===== config.mk =====
export PLATFORM = sky130hd
export DESIGN_NAME = sync_burst_sram
export DESIGN_NICKNAME = d
export VERILOG_FILES = /design/src/rtl/sbs_pkg.sv /design/src/rtl/sbs_cmd_decode.sv /design/src/rtl/sbs_burst_seq.sv /design/src/rtl/sbs_lane_store.sv /design/src/rtl/sync_burst_sram.sv
export SDC_FILE = /design/constraint.sdc
export NUM_CORES = 2
export LEC_CHECK = 0
export BUFFER_PORTS_ARGS = -buffer_cell sky130_fd_sc_hd__clkbuf_2
export CORE_MARGIN = 2
export CORE_UTILIZATION = 45
export DETAILED_ROUTE_END_ITERATION = 10
export PLACE_DENSITY_LB_ADDON = 0.05
export SYNTH_ARGS = -nofsm -noshare
export SYNTH_HDL_FRONTEND = slang
export SYNTH_SLANG_ARGS = --single-unit

===== constraint.sdc =====
create_clock -name clk -period 4.3 [get_ports clk]
set_input_delay 0.86 -clock clk [delete_from_list [all_inputs] [get_ports clk]]
set_output_delay 0.86 -clock clk [all_outputs]
set_load 0.005 [all_outputs]

===== src/rtl/sbs_pkg.sv =====
package sbs_pkg;

  // Decoded per-edge command
  typedef enum logic [1:0] {
    CMD_DESEL = 2'd0,
    CMD_LOAD  = 2'd1,
    CMD_STEP  = 2'd2,
    CMD_HOLD  = 2'd3
  } cmd_e;

  // Beat counter width (4-beat bursts)
  localparam int unsigned BEAT_W = 2;

endpackage


===== src/rtl/sbs_cmd_decode.sv =====
module sbs_cmd_decode
  import sbs_pkg::*;
#(
  parameter int LANES = 4
) (
  input  logic             cs_main_n,
  input  logic             cs_hi,
  input  logic             cs_aux_n,
  input  logic             astb_cpu_n,
  input  logic             astb_ctl_n,
  input  logic             adv_n,
  input  logic             wr_all_n,
  input  logic             wr_byte_n,
  input  logic [LANES-1:0] lane_wr_n,
  output cmd_e             cmd,
  output logic [LANES-1:0] wmask
);

  logic             cpu_live;
  logic             any_strobe;
  logic             sel_ok;
  logic [LANES-1:0] raw_mask;

  // processor strobe only counts under an active primary select
  assign cpu_live   = ~cs_main_n & ~astb_cpu_n;
  assign any_strobe = cpu_live | ~astb_ctl_n;
  assign sel_ok     = ~cs_main_n & cs_hi & ~cs_aux_n;

  always_comb begin
    if (any_strobe) begin
      cmd = sel_ok ? CMD_LOAD : CMD_DESEL;
    end else begin
      cmd = adv_n ? CMD_HOLD : CMD_STEP;
    end
  end

  always_comb begin
    if (!wr_all_n) begin
      raw_mask = '1;
    end else if (!wr_byte_n) begin
      raw_mask = ~lane_wr_n;
    end else begin
      raw_mask = '0;
    end
  end

  // a burst opened by the processor strobe never writes
  assign wmask = (any_strobe && cpu_live) ? '0 : raw_mask;

endmodule


===== src/rtl/sbs_burst_seq.sv =====
module sbs_burst_seq
  import sbs_pkg::*;
#(
  parameter int ADDR_W = 6,
  parameter int CNT_W  = BEAT_W
) (
  input  logic              clk,
  input  logic              rst_n,
  input  cmd_e              cmd,
  input  logic [ADDR_W-1:0] ext_addr,
  input  logic              order_xor,
  output logic              acc_en,
  output logic [ADDR_W-1:0] acc_addr
);

  localparam int HI_W = ADDR_W - CNT_W;

  logic              active_q, active_d;
  logic [ADDR_W-1:0] base_q, base_d;
  logic [CNT_W-1:0]  cnt_q, cnt_d;
  logic              xor_q, xor_d;
  logic              load_en;
  logic              cnt_en;
  logic [CNT_W-1:0]  lo_bits;
  logic [HI_W-1:0]   hi_bits;

  // next-state
  always_comb begin
    active_d = active_q;
    base_d   = base_q;
    cnt_d    = cnt_q;
    xor_d    = xor_q;
    acc_en   = 1'b0;
    load_en  = 1'b0;
    cnt_en   = 1'b0;
    unique case (cmd)
      CMD_DESEL: active_d = 1'b0;
      CMD_LOAD: begin
        active_d = 1'b1;
        base_d   = ext_addr;
        cnt_d    = '0;
        xor_d    = order_xor;
        acc_en   = 1'b1;
        load_en  = 1'b1;
        cnt_en   = 1'b1;
      end
      CMD_STEP: begin
        if (active_q) begin
          cnt_d  = cnt_q + 1'b1;
          acc_en = 1'b1;
          cnt_en = 1'b1;
        end
      end
      CMD_HOLD: acc_en = active_q;
      default: ;
    endcase
  end

  assign lo_bits  = xor_d ? (base_d[CNT_W-1:0] ^ cnt_d)
                          : (base_d[CNT_W-1:0] + cnt_d);
  assign hi_bits  = base_d[ADDR_W-1:CNT_W];
  assign acc_addr = {hi_bits, lo_bits};

  // registers
  always_ff @(posedge clk or negedge rst_n) begin
    if (!rst_n) begin
      active_q <= 1'b0;
      base_q   <= '0;
      cnt_q    <= '0;
      xor_q    <= 1'b0;
    end else begin
      active_q <= active_d;
      if (load_en) begin
        base_q <= base_d;
        xor_q  <= xor_d;
      end
      if (cnt_en) begin
        cnt_q <= cnt_d;
      end
    end
  end

endmodule


===== src/rtl/sbs_lane_store.sv =====
module sbs_lane_store #(
  parameter int ADDR_W = 6,
  parameter int LANES  = 4,
  parameter int LANE_W = 9
) (
  input  logic                    clk,
  input  logic                    rst_n,
  input  logic                    acc_en,
  input  logic [ADDR_W-1:0]       acc_addr,
  input  logic [LANES-1:0]        wmask,
  input  logic [LANES*LANE_W-1:0] wdata,
  output logic [LANES*LANE_W-1:0] rdata,
  output logic                    rvalid
);

  localparam int DEPTH = 1 << ADDR_W;

  logic rd_en;
  logic rvalid_q;

  assign rd_en  = acc_en & ~|wmask;
  assign rvalid = rvalid_q;

  generate
    for (genvar g = 0; g < LANES; g++) begin : g_lane
      logic [LANE_W-1:0] mem [DEPTH];
      logic [LANE_W-1:0] rd_q;
      logic              wr_en;

      assign wr_en = acc_en & wmask[g];

      always_ff @(posedge clk) begin
        if (wr_en) begin
          mem[acc_addr] <= wdata[g*LANE_W +: LANE_W];
        end
      end

      always_ff @(posedge clk or negedge rst_n) begin
        if (!rst_n) begin
          rd_q <= '0;
        end else if (rd_en) begin
          rd_q <= mem[acc_addr];
        end
      end

      assign rdata[g*LANE_W +: LANE_W] = rd_q;
    end
  endgenerate

  always_ff @(posedge clk or negedge rst_n) begin
    if (!rst_n) begin
      rvalid_q <= 1'b0;
    end else begin
      rvalid_q <= rd_en;
    end
  end

endmodule


===== src/rtl/sync_burst_sram.sv =====
module sync_burst_sram
  import sbs_pkg::*;
#(
  parameter int ADDR_W = 6,
  parameter int LANES  = 4,
  parameter int LANE_W = 9
) (
  input  logic                    clk,
  input  logic                    rst_n,
  input  logic                    cs_main_n,
  input  logic                    cs_hi,
  input  logic                    cs_aux_n,
  input  logic                    astb_cpu_n,
  input  logic                    astb_ctl_n,
  input  logic                    adv_n,
  input  logic                    wr_all_n,
  input  logic                    wr_byte_n,
  input  logic [LANES-1:0]        lane_wr_n,
  input  logic                    order_xor,
  input  logic [ADDR_W-1:0]       addr,
  input  logic [LANES*LANE_W-1:0] wdata,
  input  logic                    out_en_n,
  output logic [LANES*LANE_W-1:0] rdata,
  output logic                    rvalid
);

  localparam int DATA_W = LANES * LANE_W;

  logic [1:0]        rst_pipe;
  logic              rst_sync_n;
  cmd_e              cmd;
  logic [LANES-1:0]  wmask;
  logic              acc_en;
  logic [ADDR_W-1:0] acc_addr;
  logic [DATA_W-1:0] st_rdata;
  logic              st_rvalid;

  // asynchronous assert, synchronous release
  always_ff @(posedge clk or negedge rst_n) begin
    if (!rst_n) begin
      rst_pipe <= '0;
    end else begin
      rst_pipe <= {rst_pipe[0], 1'b1};
    end
  end
  assign rst_sync_n = rst_pipe[1];

  sbs_cmd_decode #(.LANES(LANES)) u_decode (
    .cs_main_n (cs_main_n),
    .cs_hi     (cs_hi),
    .cs_aux_n  (cs_aux_n),
    .astb_cpu_n(astb_cpu_n),
    .astb_ctl_n(astb_ctl_n),
    .adv_n     (adv_n),
    .wr_all_n  (wr_all_n),
    .wr_byte_n (wr_byte_n),
    .lane_wr_n (lane_wr_n),
    .cmd       (cmd),
    .wmask     (wmask)
  );

  sbs_burst_seq #(.ADDR_W(ADDR_W)) u_seq (
    .clk      (clk),
    .rst_n    (rst_sync_n),
    .cmd      (cmd),
    .ext_addr (addr),
    .order_xor(order_xor),
    .acc_en   (acc_en),
    .acc_addr (acc_addr)
  );

  sbs_lane_store #(.ADDR_W(ADDR_W), .LANES(LANES), .LANE_W(LANE_W)) u_store (
    .clk     (clk),
    .rst_n   (rst_sync_n),
    .acc_en  (acc_en),
    .acc_addr(acc_addr),
    .wmask   (wmask),
    .wdata   (wdata),
    .rdata   (st_rdata),
    .rvalid  (st_rvalid)
  );

  // asynchronous output gating
  assign rdata  = out_en_n ? '0 : st_rdata;
  assign rvalid = st_rvalid & ~out_en_n;

endmodule


Word-level counts from Yosys, hierarchy flattened
Memory sizes are Yosys's and may differ from the RTL's. A register that Yosys moved wholly into a read port is not among the register bits. Index checks and enable logic that the tools add are counted.

Bitwise logic cells: 17. Multiplexer cells: 25. Div/mod/pow operators: 0. $mul: 0. Shifts and indexed selects: 0. Reductions and logical operators: 9. Add/subtract/negate cells: 2. Equality and inequality tests: 3. Magnitude comparators: 0.

Operators by type and width (count): 36-bit 2-to-1 mux (1); 1-bit 2-to-1 mux (13); 4-bit 2-to-1 mux (3); 1-bit AND (9); 2-bit 2-to-1 mux (3); 6-bit 2-to-1 mux (1); 1-bit zero test (5); 1-bit inverter (5); 2-bit == test, second input constant (2); 4-bit inverter (1); 1-bit case mux with 2 select lines (2); 2-bit case mux with 2 select lines (1); 4-bit OR reduction (1); 1-bit case mux with 3 select lines (1); 2-bit by 1-bit adder with 2-bit output, second input constant (1); 2-bit adder (1); 2-bit by 1-bit == test with 1-bit output, second input constant (1); 2-bit zero test (1); 2-bit nonzero test (1); 2-bit XOR (1); 1-bit logical AND (1); 1-bit OR (1).

Flip-flop bits (word level): 13. Memories: 4. Memory bits (writable): 2304. Bits in read-only memories: 0. Output and inout bits: 37. Bits of input ports: 58. Latch bits: 0.

Memories: u_store.g_lane[0].mem (words 64, width 9, rd ports 1, clocked after Yosys merged registers in 1, wr ports 1, RTL line sbs_lane_store.sv:26) `logic [LANE_W-1:0] mem [DEPTH];`; u_store.g_lane[1].mem (words 64, width 9, rd ports 1, clocked after Yosys merged registers in 1, wr ports 1, RTL line sbs_lane_store.sv:26); u_store.g_lane[2].mem (words 64, width 9, rd ports 1, clocked after Yosys merged registers in 1, wr ports 1, RTL line sbs_lane_store.sv:26); u_store.g_lane[3].mem (words 64, width 9, rd ports 1, clocked after Yosys merged registers in 1, wr ports 1, RTL line sbs_lane_store.sv:26).

Depth between registers and ports, before layout
Depth after elaboration: 10. Mapped depth: 23.

Modules after synthesis
Synthesis repeated with hierarchy kept, for this count alone.

Cells, all modules: 5044. Area, all modules: 91729.2 µm².

Modules (own cells, without submodules): sbs_lane_store (instances 1, seq. area each 70112.2 µm², cells each 4927, area each 90677.0 µm²); sbs_burst_seq (instances 1, seq. area each 250.2 µm², cells each 61, area each 639.4 µm²); sync_burst_sram (instances 1, seq. area each 50.0 µm², cells each 43, area each 336.6 µm²); sbs_cmd_decode (instances 1, seq. area each 0.0 µm², cells each 13, area each 76.3 µm²).

Worst setup path before layout
No wires, ideal clock.

Path type: input -> register. Start point: input port cs_main_n. End point: memory u_store.g_lane[0].mem[53][0], enable pin. Setup slack: -0.710 ns. Library setup time: 0.374 ns. Arrival: 4.636 ns. Data required time: 3.926 ns. Stages on the path: 18. Cell sequence: nor3b_4 and2_1 buf_4 buf_2 buf_1 nand2_1 nand2_1 ha_1 buf_2 buf_4 buf_2 and2_1 clkbuf_1 clkbuf_1 buf_1 nand2_1 clkbuf_1 nor2_1.

Elaborated cells between the ends (all ways): 22. Those cells by class: add/sub: 1; eq/ne: 3; mux: 10; bitwise: 7; reduce/logical: 1.

RTL lines: start: declaration (RTL line sync_burst_sram.sv:10) `input logic cs_main_n,`; 1-bit inverter (*) (RTL line sbs_cmd_decode.sv:25, sbs_cmd_decode.sv:27); 1-bit AND (2 in a row) (RTL line sbs_cmd_decode.sv:27) `assign sel_ok = ~cs_main_n & cs_hi & ~cs_aux_n;`; 1-bit 2-to-1 mux (RTL line sbs_cmd_decode.sv:31) `cmd = sel_ok ? CMD_LOAD : CMD_DESEL;`; 2-bit 2-to-1 mux (*) (RTL line sbs_cmd_decode.sv:30) `if (any_strobe) begin`; 2-bit by 1-bit == test with 1-bit output (*) (RTL line sbs_burst_seq.sv:36) `unique case (cmd)`; 6-bit 2-to-1 mux (*) (RTL line sbs_burst_seq.sv:36); named net u_seq.base_d[0] (RTL line sbs_burst_seq.sv:19) `logic [ADDR_W-1:0] base_q, base_d;`; 2-bit adder or 2-bit XOR (tied branches) (RTL line sbs_burst_seq.sv:60, sbs_burst_seq.sv:59); 2-bit 2-to-1 mux (*) (RTL line sbs_burst_seq.sv:59) `assign lo_bits = xor_d ? (base_d[CNT_W-1:0] ^ cnt_d)`; end: declaration (RTL line sbs_lane_store.sv:26).

Mark *: on every way through the listed nets, which the timed path passes. The rest lies on a longest branch.

Final worst setup path
Start point: register u_seq.active_q. End point: register u_store.g_lane[0].rd_q[3] (read register of u_store.g_lane[0].mem).

Cells in the longest elaborated chain, start to end: 4. Elaborated cells between the ends (all ways): 8. Those cells by class: add/sub: 1; mux: 5; bitwise: 2.

Ends and longest elaborated chain: start: declaration (RTL line sbs_burst_seq.sv:18) `logic active_q, active_d;`; start signal: assignment (RTL line sbs_burst_seq.sv:72) `active_q <= active_d;`; 2-bit 2-to-1 mux (*) (RTL line sbs_burst_seq.sv:48) `if (active_q) begin`; 2-bit case mux with 2 select lines (*) (RTL line sbs_burst_seq.sv:36); named net u_seq.cnt_d[0] (RTL line sbs_burst_seq.sv:20) `logic [CNT_W-1:0] cnt_q, cnt_d;`; 2-bit adder or 2-bit XOR (tied branches) (RTL line sbs_burst_seq.sv:60, sbs_burst_seq.sv:59); 2-bit 2-to-1 mux (*) (RTL line sbs_burst_seq.sv:59); end: declaration (RTL line sbs_lane_store.sv:27) `logic [LANE_W-1:0] rd_q;`.

Marks and branches as above. A chain may end at the register's enable or synchronous reset.

==> results.json <==
{
  "max_freq_mhz": 241,
  "rows": 165,
  "cts_buffers": 241,
  "vdd_drop_max_mv": 0.460,
  "firstDrtPassIters": 7,
  "cp.required_ps": 5060,
  "tritoncts": "yes",
  "critPathMaxFanout": 22,
  "cts_setup_buffers": 0,
  "ys.flop_type": "edfxtp_1",
  "drv_cap": 0,
  "worstPathArrival_ps": 4910,
  "synth_fp_nets": 5783,
  "syn2layout_area_growth_pct": 23.8,
  "start_kind": "flop",
  "synth_cell_types": 64,
  "setup_violations": 0,
  "seq_area_um2": 70400,
  "avgRoutedWirePerCell_um": 30.4,
  "synth_edf_count": 2304,
  "io_buffers": 94,
  "ios": 95,
  "slew_headroom": 0.153,
  "avgSynthCellArea_um2": 16.0,
  "leakagePower_nw": 37.9,
  "grt_antenna_before_repair": 11,
  "grt_setup_unrepaired": "false",
  "clock_sinks": 2353,
  "final_nets": 6663,
  "setup_tns_ps": 0,
  "grt_pass1_wl_mm": 409,
  "powerDensity_nw_per_um2": 512,
  "path_buf_inv": 2,
  "start_util": 0.453,
  "core_area_um2": 202000,
  "grt_max_degree": 65,
  "grt_usage": 0.279,
  "gp_routability_congestion": 0.847,
  "clock_latency_ps": 880,
  "viasPerCell": 5.79,
  "dieArea_um2": 207000,
  "period_needed_ps": 4150,
  "drt-total-wl_mm": 289,
  "cts.path.max_buffers": 3,
  "ys_seq_area_frac": 0.770,
  "maxSlewViolCount": 0,
  "drtIter0Drc": 6126,
  "final-hold-violation-count": 0,
  "via_count": 54929,
  "die_height_um": 455,
  "path_clk_slew_ps": 60,
  "die_x_um": 455,
  "crit_top_cell": "xnor2_1",
  "cts-root-buf": "clkbuf_16",
  "multi_input_area_um2": 21400,
  "postSynthCellCount": 5724,
  "nFillCells": 15872,
  "clock_skew_ps": 29.4,
  "pre_cts_ws_ps": -749,
  "end_kind": "flop",
  "ant_nets": 0,
  "ys_ff_latch": 2353,
  "outcome": "complete, no violations",
  "max_stage_delay_ps": 460,
  "setup_ws_ps": 147,
  "slowest_stage": "mux2i_2",
  "min_period_over_period": 0.966,
  "ys_warn_count": 0,
  "path_cells": "o21a_1, nand3b_1, o21ai_0, ha_4, nor2b_1, xnor2_1, xnor2_1, o21a_4, buf_12, buf_4, mux2i_2, o22ai_1, a311oi_1, nand3_1, o32a_1",
  "drc_errors": 0,
  "synth.cell_area_um2": 91500,
  "drive_gt1_frac": 0.258,
  "async_reset_ff_frac": 0.0208,
  "dp_hpwl_mm": 195,
  "grt_pass1_vias": 53903,
  "grt.overflow.total": 0,
  "worst-setup-path-type": "flop to flop",
  "min_path_type": "input pin to flop",
  "cp_top_family": "compound AO/OA/AOI/OAI gates",
  "ctsHtreeMaxLevel": 4,
  "worstMarginPinSlew_ps": 1270
}
-- path summary, 6_finish.rpt --
path / startpoint / to / slack (ps) / cells past startpoint
setup / recovery: u_seq.active_q / u_store.g_lane[0].rd_q[3] / 150 / 15
hold / removal: order_xor / u_seq.xor_q / 240 / 3
setup reg to reg: u_seq.active_q / u_store.g_lane[0].rd_q[3] / 150 / 15
hold reg to reg: rst_pipe[0] / rst_pipe[1] / 350 / 0
max in group asynchronous: rst_pipe[1] / u_seq.xor_q / 2720 / 1
min in group asynchronous: rst_n / rst_pipe[1] / 310 / 2
-- where the power goes --
group	internal (mW)	switching (mW)
clock	11.6	8.72
sequential	25.4	0.262
combinational	4.56	7.43
-- cell usage after synthesis (17+ instances only) --
library cell / number / area, µm²
buf_2: 94 / 470
o22ai_1: 65 / 407
nand2_1: 1016 / 3810
mux4_2: 162 / 3650
nand4_1: 84 / 526
a21oi_1: 119 / 596
dfrtp_1: 49 / 1230
clkbuf_1: 220 / 826
edfxtp_1: 2304 / 69200
nor2_1: 287 / 1080
o32a_1: 23 / 230
a32oi_1: 32 / 280
o21ai_0: 56 / 280
nor4_1: 31 / 194
nand3_1: 361 / 1810
a31oi_1: 118 / 738
a22oi_1: 92 / 691
mux2i_1: 362 / 3620
nor2b_1: 42 / 263
o211ai_1: 17 / 128
buf_1: 27 / 101
-- worst register-to-register path: stages (launching register included) --
cell and delay [ps]:
dfrtp_1 330, o21a_1 130, nand3b_1 110, o21ai_0 300, ha_4 180, nor2b_1 160, xnor2_1 150, xnor2_1 180
o21a_4 290, buf_12 210, buf_4 390, mux2i_2 470, o22ai_1 250, a311oi_1 460, nand3_1 120, o32a_1 300
-- sequential cells by signal (all words and copies together), names as in the netlist --
register and count:
u_store.rvalid 1, u_seq.base_q 6, u_store.g_lane.mem 2304, u_seq.xor_q 1, u_seq.cnt_q 2, rst_pipe 2
u_seq.active_q 1, u_store.g_lane.rd_q 36
-- metrics by stage --
step	instances	util	hold WS [ps]	area, µm²	total power, mW
6_report	9487	0.560	235	113000	58.0
2_1_floorplan	5724	-	331	93300	32.1
3_5_place_dp	9032	0.522	343	106000	38.2
5_1_grt	9484	0.560	189	113000	59.8
4_1_cts	9483	0.560	166	113000	58.3
3_3_place_gp	9032	0.522	336	106000	38.1
-- layer usage --
layer | global-route usage | share of wire | wire [µm] | vias up
met2 | 0.460 | 0.49 | 141000 | 1853
li1 | - | - | - | 24019
met1 | 0.396 | 0.43 | 125000 | 28731
met4 | 0.0643 | 0.022 | 6220 | 4
met3 | 0.0384 | 0.058 | 16600 | 322
met5 | 0 | 0.000094 | 27 | -
-- cell type report --
type                            count  share of cell area
Sequential cell                  2353               0.622
Timing Repair Buffer              985              0.0921
Tap cell                         2672              0.0295
Inverter                            3            0.000122
Multi-Input combinational cell   3020               0.189
Clock inverter                    112             0.00897
Antenna cell                        4           0.0000884
Clock buffer                      338              0.0583
-- cells in the final DEF (no fill, tap or decap), drive strengths merged, types with 42 or more instances in the layout --
master,netlist,routed
edfxtp,2304,2304
nand2,1016,1016
buf,128,890
clkbuf,220,432
mux2i,362,362
nand3,361,361
nor2,287,287
mux4,162,162
a21oi,119,119
a31oi,118,118
a22oi,92,92
nand4,84,84
clkinv,1,82
o22ai,65,65
o21ai,62,62
dfrtp,49,49
nor2b,42,42
-- logic make-up (layout without fill, tap and decap cells) --
group,count (synthesis),after routing,synth area share
buf+inv,351,1438,0.0161
simple gates,1861,1861,0.0870
fa+ha+maj,1,1,0.000137
mux,532,532,0.0805
flops,2353,2353,0.770
other cells,1,5,0.0000410
xor+xnor,4,4,0.000383
compound gates,621,621,0.0460
-- timing repair --
action	4_1_cts	5_1_grt
setup endpoints to repair	1	5
hold buffers	1	0
hold endpoints to repair	2	0
resized for setup	1	6
No activity file was read; power rests on OpenSTA's default activity.
